## src/rtl/ptw_pkg.sv

```systemverilog
package ptw_pkg;
  typedef enum logic [2:0] {
    S_IDLE, S_RD0, S_RD1, S_SET_R, S_SET_C, S_FIN
  } walk_state_e;

  // Field positions inside the two entry words
  localparam int unsigned W0_VALID  = 31;
  localparam int unsigned W0_HSEL   = 6;
  localparam int unsigned W1_REF    = 8;
  localparam int unsigned W1_CHG    = 7;
  // Byte offsets of the status bytes inside an entry (big-endian)
  localparam int unsigned REF_BYTE  = 6;
  localparam int unsigned CHG_BYTE  = 7;
  localparam int unsigned WORD_BYTES = 4;
endpackage

```

## src/rtl/ptw_hash.sv

```systemverilog
module ptw_hash #(
  parameter int unsigned ADDR_W    = 32,
  parameter int unsigned VSID_W    = 24,
  parameter int unsigned PIDX_W    = 16,
  parameter int unsigned PAGE_BITS = 12,
  parameter int unsigned API_W     = 6,
  parameter int unsigned GRP_SHIFT = 6
) (
  input  logic [VSID_W-1:0]           vsid,
  input  logic [PAGE_BITS+PIDX_W-1:0] seg_off,
  input  logic [ADDR_W-1:0]           mask,
  output logic [API_W-1:0]            api,
  output logic [ADDR_W-1:0]           prim_off,
  output logic [ADDR_W-1:0]           sec_off
);
  logic [PIDX_W-1:0] pidx;
  logic [ADDR_W-1:0] hash_w;

  assign pidx     = seg_off[PAGE_BITS +: PIDX_W];
  assign api      = pidx[PIDX_W-1 -: API_W];
  assign hash_w   = ADDR_W'(vsid) ^ ADDR_W'(pidx);
  assign prim_off = (hash_w << GRP_SHIFT) & mask;
  assign sec_off  = ((~hash_w) << GRP_SHIFT) & mask;
endmodule

```

## src/rtl/ptw_match.sv

```systemverilog
module ptw_match import ptw_pkg::*; #(
  parameter int unsigned VSID_W = 24,
  parameter int unsigned API_W  = 6
) (
  input  logic [31:0]       w0,
  input  logic              pass,
  input  logic [VSID_W-1:0] vsid,
  input  logic [API_W-1:0]  api,
  output logic              match
);
  assign match = w0[W0_VALID]
              && (w0[W0_HSEL] == pass)
              && (w0[W0_HSEL+1 +: VSID_W] == vsid)
              && (w0[0 +: API_W] == api);
endmodule

```

## src/rtl/ptw_walker.sv

```systemverilog
module ptw_walker import ptw_pkg::*; #(
  parameter int unsigned ADDR_W        = 32,
  parameter int unsigned VSID_W        = 24,
  parameter int unsigned PIDX_W        = 16,
  parameter int unsigned PAGE_BITS     = 12,
  parameter int unsigned API_W         = 6,
  parameter int unsigned GROUP_ENTRIES = 8,
  parameter int unsigned ENTRY_BYTES   = 8
) (
  input  logic                        clk,
  input  logic                        rst,
  input  logic                        start,
  input  logic [VSID_W-1:0]           seg_vsid,
  input  logic [PAGE_BITS+PIDX_W-1:0] seg_off,
  input  logic                        is_store,
  input  logic [ADDR_W-1:0]           tbl_base,
  input  logic [ADDR_W-1:0]           tbl_mask,
  output logic                        busy,
  output logic                        done,
  output logic                        hit,
  output logic [31:0]                 pte_w0,
  output logic [31:0]                 pte_w1,
  output logic [ADDR_W-1:0]           pte_off,
  output logic [31:0]                 real_addr,
  output logic                        keep_write,
  output logic                        rd_req,
  output logic [ADDR_W-1:0]           rd_addr,
  input  logic                        rd_valid,
  input  logic [31:0]                 rd_data,
  output logic                        wb_en,
  output logic [ADDR_W-1:0]           wb_addr,
  output logic [7:0]                  wb_data
);
  localparam int unsigned GRP_SHIFT = $clog2(GROUP_ENTRIES * ENTRY_BYTES);
  localparam int unsigned ESHIFT    = $clog2(ENTRY_BYTES);
  localparam int unsigned IDX_W     = $clog2(GROUP_ENTRIES);
  localparam int unsigned OFF_W     = PAGE_BITS + PIDX_W;

  walk_state_e             state;
  logic [VSID_W-1:0]       vsid_q;
  logic [OFF_W-1:0]        off_q;
  logic                    st_q;
  logic                    pass_q;
  logic [IDX_W-1:0]        idx_q;
  logic [31:0]             w0_q;

  logic [API_W-1:0]        api_c;
  logic [ADDR_W-1:0]       prim_off, sec_off, grp_off, ent_off, ent_addr;
  logic                    match_c;

  ptw_hash #(
    .ADDR_W(ADDR_W), .VSID_W(VSID_W), .PIDX_W(PIDX_W),
    .PAGE_BITS(PAGE_BITS), .API_W(API_W), .GRP_SHIFT(GRP_SHIFT)
  ) u_hash (
    .vsid(vsid_q), .seg_off(off_q), .mask(tbl_mask),
    .api(api_c), .prim_off(prim_off), .sec_off(sec_off)
  );

  ptw_match #(.VSID_W(VSID_W), .API_W(API_W)) u_match (
    .w0(w0_q), .pass(pass_q), .vsid(vsid_q), .api(api_c), .match(match_c)
  );

  assign grp_off  = pass_q ? sec_off : prim_off;
  assign ent_off  = grp_off + (ADDR_W'(idx_q) << ESHIFT);
  assign ent_addr = tbl_base + ent_off;
  assign busy     = (state != S_IDLE);
  assign rd_req   = (state == S_RD0) || (state == S_RD1);
  assign rd_addr  = (state == S_RD1) ? ent_addr + ADDR_W'(WORD_BYTES) : ent_addr;

  always_ff @(posedge clk) begin
    if (rst) begin
      state      <= S_IDLE;
      done       <= 1'b0;
      hit        <= 1'b0;
      wb_en      <= 1'b0;
      wb_addr    <= '0;
      wb_data    <= '0;
      vsid_q     <= '0;
      off_q      <= '0;
      st_q       <= 1'b0;
      pass_q     <= 1'b0;
      idx_q      <= '0;
      w0_q       <= '0;
      pte_w0     <= '0;
      pte_w1     <= '0;
      pte_off    <= '0;
      real_addr  <= '0;
      keep_write <= 1'b0;
    end else begin
      done  <= 1'b0;
      wb_en <= 1'b0;
      case (state)
        S_IDLE: if (start) begin
          vsid_q <= seg_vsid;
          off_q  <= seg_off;
          st_q   <= is_store;
          pass_q <= 1'b0;
          idx_q  <= '0;
          hit    <= 1'b0;
          state  <= S_RD0;
        end
        S_RD0: if (rd_valid) begin
          w0_q  <= rd_data;
          state <= S_RD1;
        end
        S_RD1: if (rd_valid) begin
          if (match_c) begin
            pte_w0     <= w0_q;
            pte_w1     <= rd_data;
            pte_off    <= ent_off;
            real_addr  <= {rd_data[31:PAGE_BITS], off_q[PAGE_BITS-1:0]};
            keep_write <= rd_data[W1_CHG] | st_q;
            state      <= S_SET_R;
          end else if (idx_q == IDX_W'(GROUP_ENTRIES - 1)) begin
            if (pass_q) begin
              done  <= 1'b1;
              state <= S_IDLE;
            end else begin
              pass_q <= 1'b1;
              idx_q  <= '0;
              state  <= S_RD0;
            end
          end else begin
            idx_q <= idx_q + 1'b1;
            state <= S_RD0;
          end
        end
        S_SET_R: begin
          if (!pte_w1[W1_REF]) begin
            wb_en   <= 1'b1;
            wb_addr <= tbl_base + pte_off + ADDR_W'(REF_BYTE);
            wb_data <= pte_w1[15:8] | 8'h01;
          end
          state <= S_SET_C;
        end
        S_SET_C: begin
          if (!pte_w1[W1_CHG] && st_q) begin
            wb_en   <= 1'b1;
            wb_addr <= tbl_base + pte_off + ADDR_W'(CHG_BYTE);
            wb_data <= pte_w1[7:0] | 8'h80;
          end
          state <= S_FIN;
        end
        S_FIN: begin
          done  <= 1'b1;
          hit   <= 1'b1;
          state <= S_IDLE;
        end
        default: state <= S_IDLE;
      endcase
    end
  end
endmodule

```

## config.mk

```make
export PLATFORM = sky130hd
export DESIGN_NAME = ptw_walker
export DESIGN_NICKNAME = d
export VERILOG_FILES = /design/src/rtl/ptw_pkg.sv /design/src/rtl/ptw_hash.sv /design/src/rtl/ptw_match.sv /design/src/rtl/ptw_walker.sv
export SDC_FILE = /design/constraint.sdc
export NUM_CORES = 1
export LEC_CHECK = 0
export BUFFER_PORTS_ARGS = -buffer_cell sky130_fd_sc_hd__buf_2
export CAP_MARGIN = 25
export CORE_ASPECT_RATIO = 1.4
export CORE_MARGIN = 2
export CORE_UTILIZATION = 55
export CTS_CLUSTER_SIZE = 25
export DETAILED_ROUTE_END_ITERATION = 12
export GPL_ROUTABILITY_DRIVEN = 1
export PLACE_DENSITY = 0.82
export SLEW_MARGIN = 20
export SYNTH_ARGS = -nofsm -noshare
export SYNTH_HDL_FRONTEND = slang
export SYNTH_SLANG_ARGS = --single-unit
```

## constraint.sdc

```tcl
create_clock -name clk -period 10 [get_ports clk]
set_clock_uncertainty 0.05 [all_clocks]
set_input_delay 0.5 -clock clk [delete_from_list [all_inputs] [get_ports clk]]
set_output_delay 0.5 -clock clk [all_outputs]
set_load 0.005 [all_outputs]
```

# Word level (Yosys, flattened, before mapping)

Cells that the tools add are included.

Register bits: 264
Output and inout bits: 206
Word-level logic and storage cells: 100
Input port bits: 153

Bitwise logic cells: 5
Equal/unequal tests: 17
$add $sub $neg: 7
Mux-type cells: 35
Reduce and logical (&&, ||, !) cells: 19

Operator list:

| operator              | count |
|---|---|
| $mux 32               | 4 |
| $add 32x3->32 const B | 3 |
| $add 32x32->32        | 2 |
| $and 32x32->32        | 2 |
| $pmux 32 s2           | 1 |
| $add 32x6->32         | 1 |
| $mux 3                | 10 |
| $not 26->26           | 1 |
| $eq 24x24->1          | 1 |
| $xor 24x16->24        | 1 |
| $mux 8                | 2 |
| $pmux 8 s2            | 1 |
| $pmux 3 s5            | 1 |
| $ne 2x2->1 const B    | 6 |
| $mux 1                | 11 |
| $reduce_and 5->1      | 2 |
| $eq 3x3->1 const B    | 3 |
| $reduce_and 3->1      | 3 |
| $pmux 1 s2            | 4 |
| $eq 3x2->1 const B    | 2 |
| $eq 6x6->1            | 1 |
| $pmux 3 s2            | 1 |
| $reduce_and 2->1      | 3 |
| $reduce_bool 2->1     | 3 |
| other kinds (11)      | 14 |

# Depth between registers and ports, before layout

Depth in word-level cells: 8
Gate-level depth with buffers: 17
Depth with buffers taken out: 14

# Hierarchy

Synthesis repeated with hierarchy kept, for this count alone.

Cells, all modules: 2099
Area total of the unflattened synthesis: 15733.8 sq um

By module, submodules not included:

| module     | area each (sq um) | instances | cells an instance | sequential area each (sq um) |
|---|---|---|---|---|
| ptw_walker | 14747.9           | 1         | 1954              | 4884.7 |
| ptw_hash   | 629.4             | 1         | 103               | 0.0 |
| ptw_match  | 356.6             | 1         | 42                | 0.0 |

# Worst setup path after synthesis

Ideal clock, no wire load.

Path kind: register -> output
Start point: register pass_q
End point: output port rd_addr[28]
Slack: 5205 ps
Arrival time: 4245 ps
Cell stages (with the launch flop): 17
Required time: 9450 ps
Path through: dfxtp_1 clkbuf_1 clkbuf_1 buf_1 xnor2_1 and2_1 ha_1 and3_1 and2_1 a211oi_1 mux2i_1 nand3_1 a2111oi_4 nand3b_2 nor2_2 a41oi_1 or4_1

Cells in the longest elaborated chain, start to end: 5

Ends and longest elaborated chain:

| element                | line              | text |
|---|---|---|
| start, declared        | ptw_walker.sv:43  | `logic pass_q;` |
| start signal, assigned | ptw_walker.sv:81  | `pass_q <= 1'b0;` |
| start signal, assigned | ptw_walker.sv:97  | `pass_q <= 1'b0;` |
| start signal, assigned | ptw_walker.sv:119 | `pass_q <= 1'b1;` |
| $mux 32 (*)            | ptw_walker.sv:63  | `assign grp_off = pass_q ? sec_off : prim_off;` |
| $add 32x6->32 (*)      | ptw_walker.sv:64  | `assign ent_off = grp_off + (ADDR_W'(idx_q) << ESHIFT);` |
| net ent_off[21]        | ptw_walker.sv:48  | `logic [ADDR_W-1:0] prim_off, sec_off, grp_off, ent_off, ent_addr;` |
| $add 32x32->32 (*)     | ptw_walker.sv:65  | `assign ent_addr = tbl_base + ent_off;` |
| $add 32x3->32          | ptw_walker.sv:68  | `assign rd_addr = (state == S_RD1) ? ent_addr + ADDR_W'(WORD_BYTES) : ent_addr;` |
| $mux 32 (*)            | ptw_walker.sv:68  |  |
| end, declared          | ptw_walker.sv:27  | `output logic [ADDR_W-1:0] rd_addr,` |

Mark *: on every way through the listed nets, which the timed path passes. The rest lies on a longest branch.

# Final worst setup path

Start point: register pass_q
End point: output port rd_addr[31]

The elaborated chain is that of the path after synthesis.

==> flow_summary.toml <==
[worst_setup_path]
worstPathMaxFanout = 22
critPathRequiredTime_ns = 9.45
crit_type = "flip-flop to primary output"
cp-start-kind = "flip-flop"
end_kind = "primary output"
critPathArrivalTime_ns = 5.33

[logic_synthesis]
avgSynthCellArea_um2 = 7.71
synth_top_family_by_area = "simple AND/OR/NAND/NOR gates"
synth-simple-area-share_pct = 25.9
ys_async_sr_fraction_pct = 0
synth-seq-cells = 241
synth-adder-area-share_pct = 5.67
ys_types = 102
netlist_area_um2 = 14400
ys_seq_area_share_pct = 33.5
yosys_warnings = 0
synth_compound_area_share_pct = 19.7
synth_xor_area_share_pct = 10.1
synth_enable_flop_cells = 0
synthFlopType = "dfxtp_1"
netlist_instances = 1866
synth_top_area_share_pct = 33.5
yosys-mux-area-fraction_pct = 0.218
synth.area.top_cells = "dfxtp_1 (34%), nand2_1 (12%), a21oi_1 (8.7%), xnor2_1 (7.4%), ha_1 (5.4%)"
yosys.area.top_type = "dfxtp_1"

[run]
maxCapViolations = 0

[route]
drt-initial-drc-count = 921
postRouteAntennaNets = 0
drc = 0
vias_per_cell = 5.86
num_vias = 14500
first_pass_iters = 5
wire_per_inst_um = 19.0
routed_wl_mm = 46.9

[clock_tree]
path_clk_slew_ns = 0.06
cts_buffers = 24
clk_latency_ns = 0.53
cts_hold_buf = 0
cts_root_buffer = "clkbuf_16"
postCtsSetupRepairBufs = 0
htree_levels = 1
cts_resized = 0
cts.sinks = 241
cts_tree = "built"
clockBufferDepth = 3

[floorplan]
placement_rows = 70
fp.dieArea_um2 = 27500
die_x_um = 141
initial_core_util_pct = 55.5
die_h_um = 195
coreArea_um2 = 25900
io_pins = 359

[place]
gp_congestion = 0.945
hpwl_mm = 36.7
io_buffers = 349

[sta]
slew_headroom_pct = 31.2
max_freq_mhz = 170
final-hold-violation-count = 0
fin_crit_ns = 5.88
rsz0062_at_grt = "no"
min_period_over_period_pct = 58.8
maxSlewViolCount = 0
worstMarginPinSlew_ns = 1.03
finalSetupTns_ns = 0
finalSetupViolCount = 0
fin_hold_ws_ns = 0.157

[power]
power_density_nw_per_um2 = 139
p_clk_share_pct = 39.0
seq_power_share_pct = 43.1
leakage_uw = 0.00700
switching_share_pct = 28.1
comb_power_share_pct = 17.9
switchingPower_uw = 660
p_int_uw = 1690
ir_worst_vdd_mv = 0.170

[finish]
nFillCells = 2293
multi_input_comb_area_um2 = 8910
register_area_um2 = 4830
nNetsFinal = 2343
area_growth_pct = 17.3
drive_above_1_share_pct = 21.1

[global_routing]
overflow = 0
grtUsageTotal_pct = 32.6
grt_pass1_vias = 13900
grt_max_degree = 98
grt_antenna_before_repair = 0
grt_pass1_wl_mm = 71.7

[hold_path]
hp-class = "input port to flip-flop"

[outcome]
status = "finished, final reports clean"
routing by layer:
metal / track usage (%) / vias up / part of all wire (%)
li1: - / 6972 / -
met1: 34.6 / 6740 / 35
met2: 61.2 / 605 / 52
met3: 5.15 / 146 / 6.8
met4: 17.4 / 0 / 5.9
met5: 0 / - / 0
layout by cell type, fill, tap and decap left out, drive strengths merged, types with 20 or more instances in the layout:
cell / synthesis / layout
and2: 39 / 39
nand4: 41 / 41
xor2: 41 / 41
inv: 24 / 24
nand3: 39 / 39
nor3: 20 / 20
ha: 62 / 62
dfxtp: 241 / 241
a211oi: 29 / 29
a21o: 31 / 31
buf: 44 / 360
a21oi: 253 / 253
o21ai: 35 / 35
nand2: 459 / 459
xnor2: 123 / 123
clkbuf: 84 / 31
nor2: 80 / 80
cell usage after synthesis (all sizes together), types with 5 or more instances:
cell / count
or2: 10
a21boi: 5
nor2b: 5
or4: 7
nand2b: 9
a21oi: 253
and3: 11
and2: 39
xor2: 41
dfxtp: 241
nand2: 459
nor3: 20
o21ai: 35
nor2: 80
nand4: 41
o211ai: 12
ha: 62
buf: 44
o21bai: 6
nand3: 39
nand3b: 11
a311oi: 14
nor4: 16
a31oi: 11
xnor2: 123
nor3b: 6
o21a: 7
a21o: 31
or3: 16
clkbuf: 84
o31ai: 5
inv: 24
a211oi: 29
state kept, by name, indices dropped and copies added, names as in the netlist:
register,cells
pte_w0,32
vsid_q,24
keep_write,1
wb_en,1
done,1
off_q,28
w0_q,32
pass_q,1
pte_off,29
pte_w1,31
hit,1
wb_addr,32
state,3
real_addr,13
st_q,1
wb_data,8
idx_q,3
stage by stage:
step                      setup WS (ns)  cells  util (%)  cell area, µm²  power (µW)
after global placement             4.61   2424      62.0           16100        1440
after floorplan                    5.20   1868         -           14400        1300
after detailed placement           4.59   2424      62.0           16100        1450
final                              4.12   2467      65.1           16900        2350
after global routing               3.76   2466      65.1           16900        2430
after CTS                          4.02   2466      65.1           16900        2350
path summary, 6_finish.rpt:
| path | startpoint | end | slack (ns) | depth (start not counted) |
|---|---|---|---|---|
| worst max-delay path | pass_q$_SDFFE_PP0P_ | rd_addr[31] | 4.12 | 16 |
| worst min-delay path | seg_off[5] | off_q[5]$_SDFFE_PP0P_ | 0.16 | 3 |
| worst max register to register | pte_off[3]$_SDFFE_PP0P_ | wb_addr[31]$_SDFFE_PP0P_ | 5.94 | 13 |
| worst min register to register | pte_w0[16]$_SDFFE_PP0P_ | pte_w0[16]$_SDFFE_PP0P_ | 0.40 | 2 |
area by class of cell:
class	instances	area share (%)
Clock inverter	11	0.897
Antenna cell	1	0.0148
Timing Repair Buffer	360	10.9
Sequential cell	241	28.6
Inverter	25	0.556
Clock buffer	31	3.83
Multi-Input combinational cell	1474	52.8
Tap cell	324	2.40
power groups by stage:
stage	Combinational [µW]	Sequential, µW	Clock [µW]
floorplan	281	1020	0
global placement	412	1030	0
detailed placement	416	1030	0
CTS	419	1010	924
global route	460	1010	960
finish	420	1010	916
cell families after synthesis:
kind of cell,after synthesis
buffers and inverters,153
AND/OR/NAND/NOR,787
multiplexers,3
AO/OA/AOI/OAI,453
flip-flops,241
adder cells (fa/ha/maj),64
other,1
XOR/XNOR,164
critical path, stage by stage, from the launching register on:
cell       delay, ns
dfxtp_2         0.51
buf_4           0.42
xnor2_1         0.14
xnor2_1         0.20
and2_1          0.23
ha_1            0.37
a21oi_1         0.32
o21ai_0         0.20
a211oi_1        0.40
mux2i_1         0.24
nand3_1         0.19
a2111oi_4       0.38
nand3b_2        0.15
nor4_2          0.51
nand4b_1        0.22
xor2_1          0.18
buf_2           0.13
No activity file was read; power rests on OpenSTA's default activity.
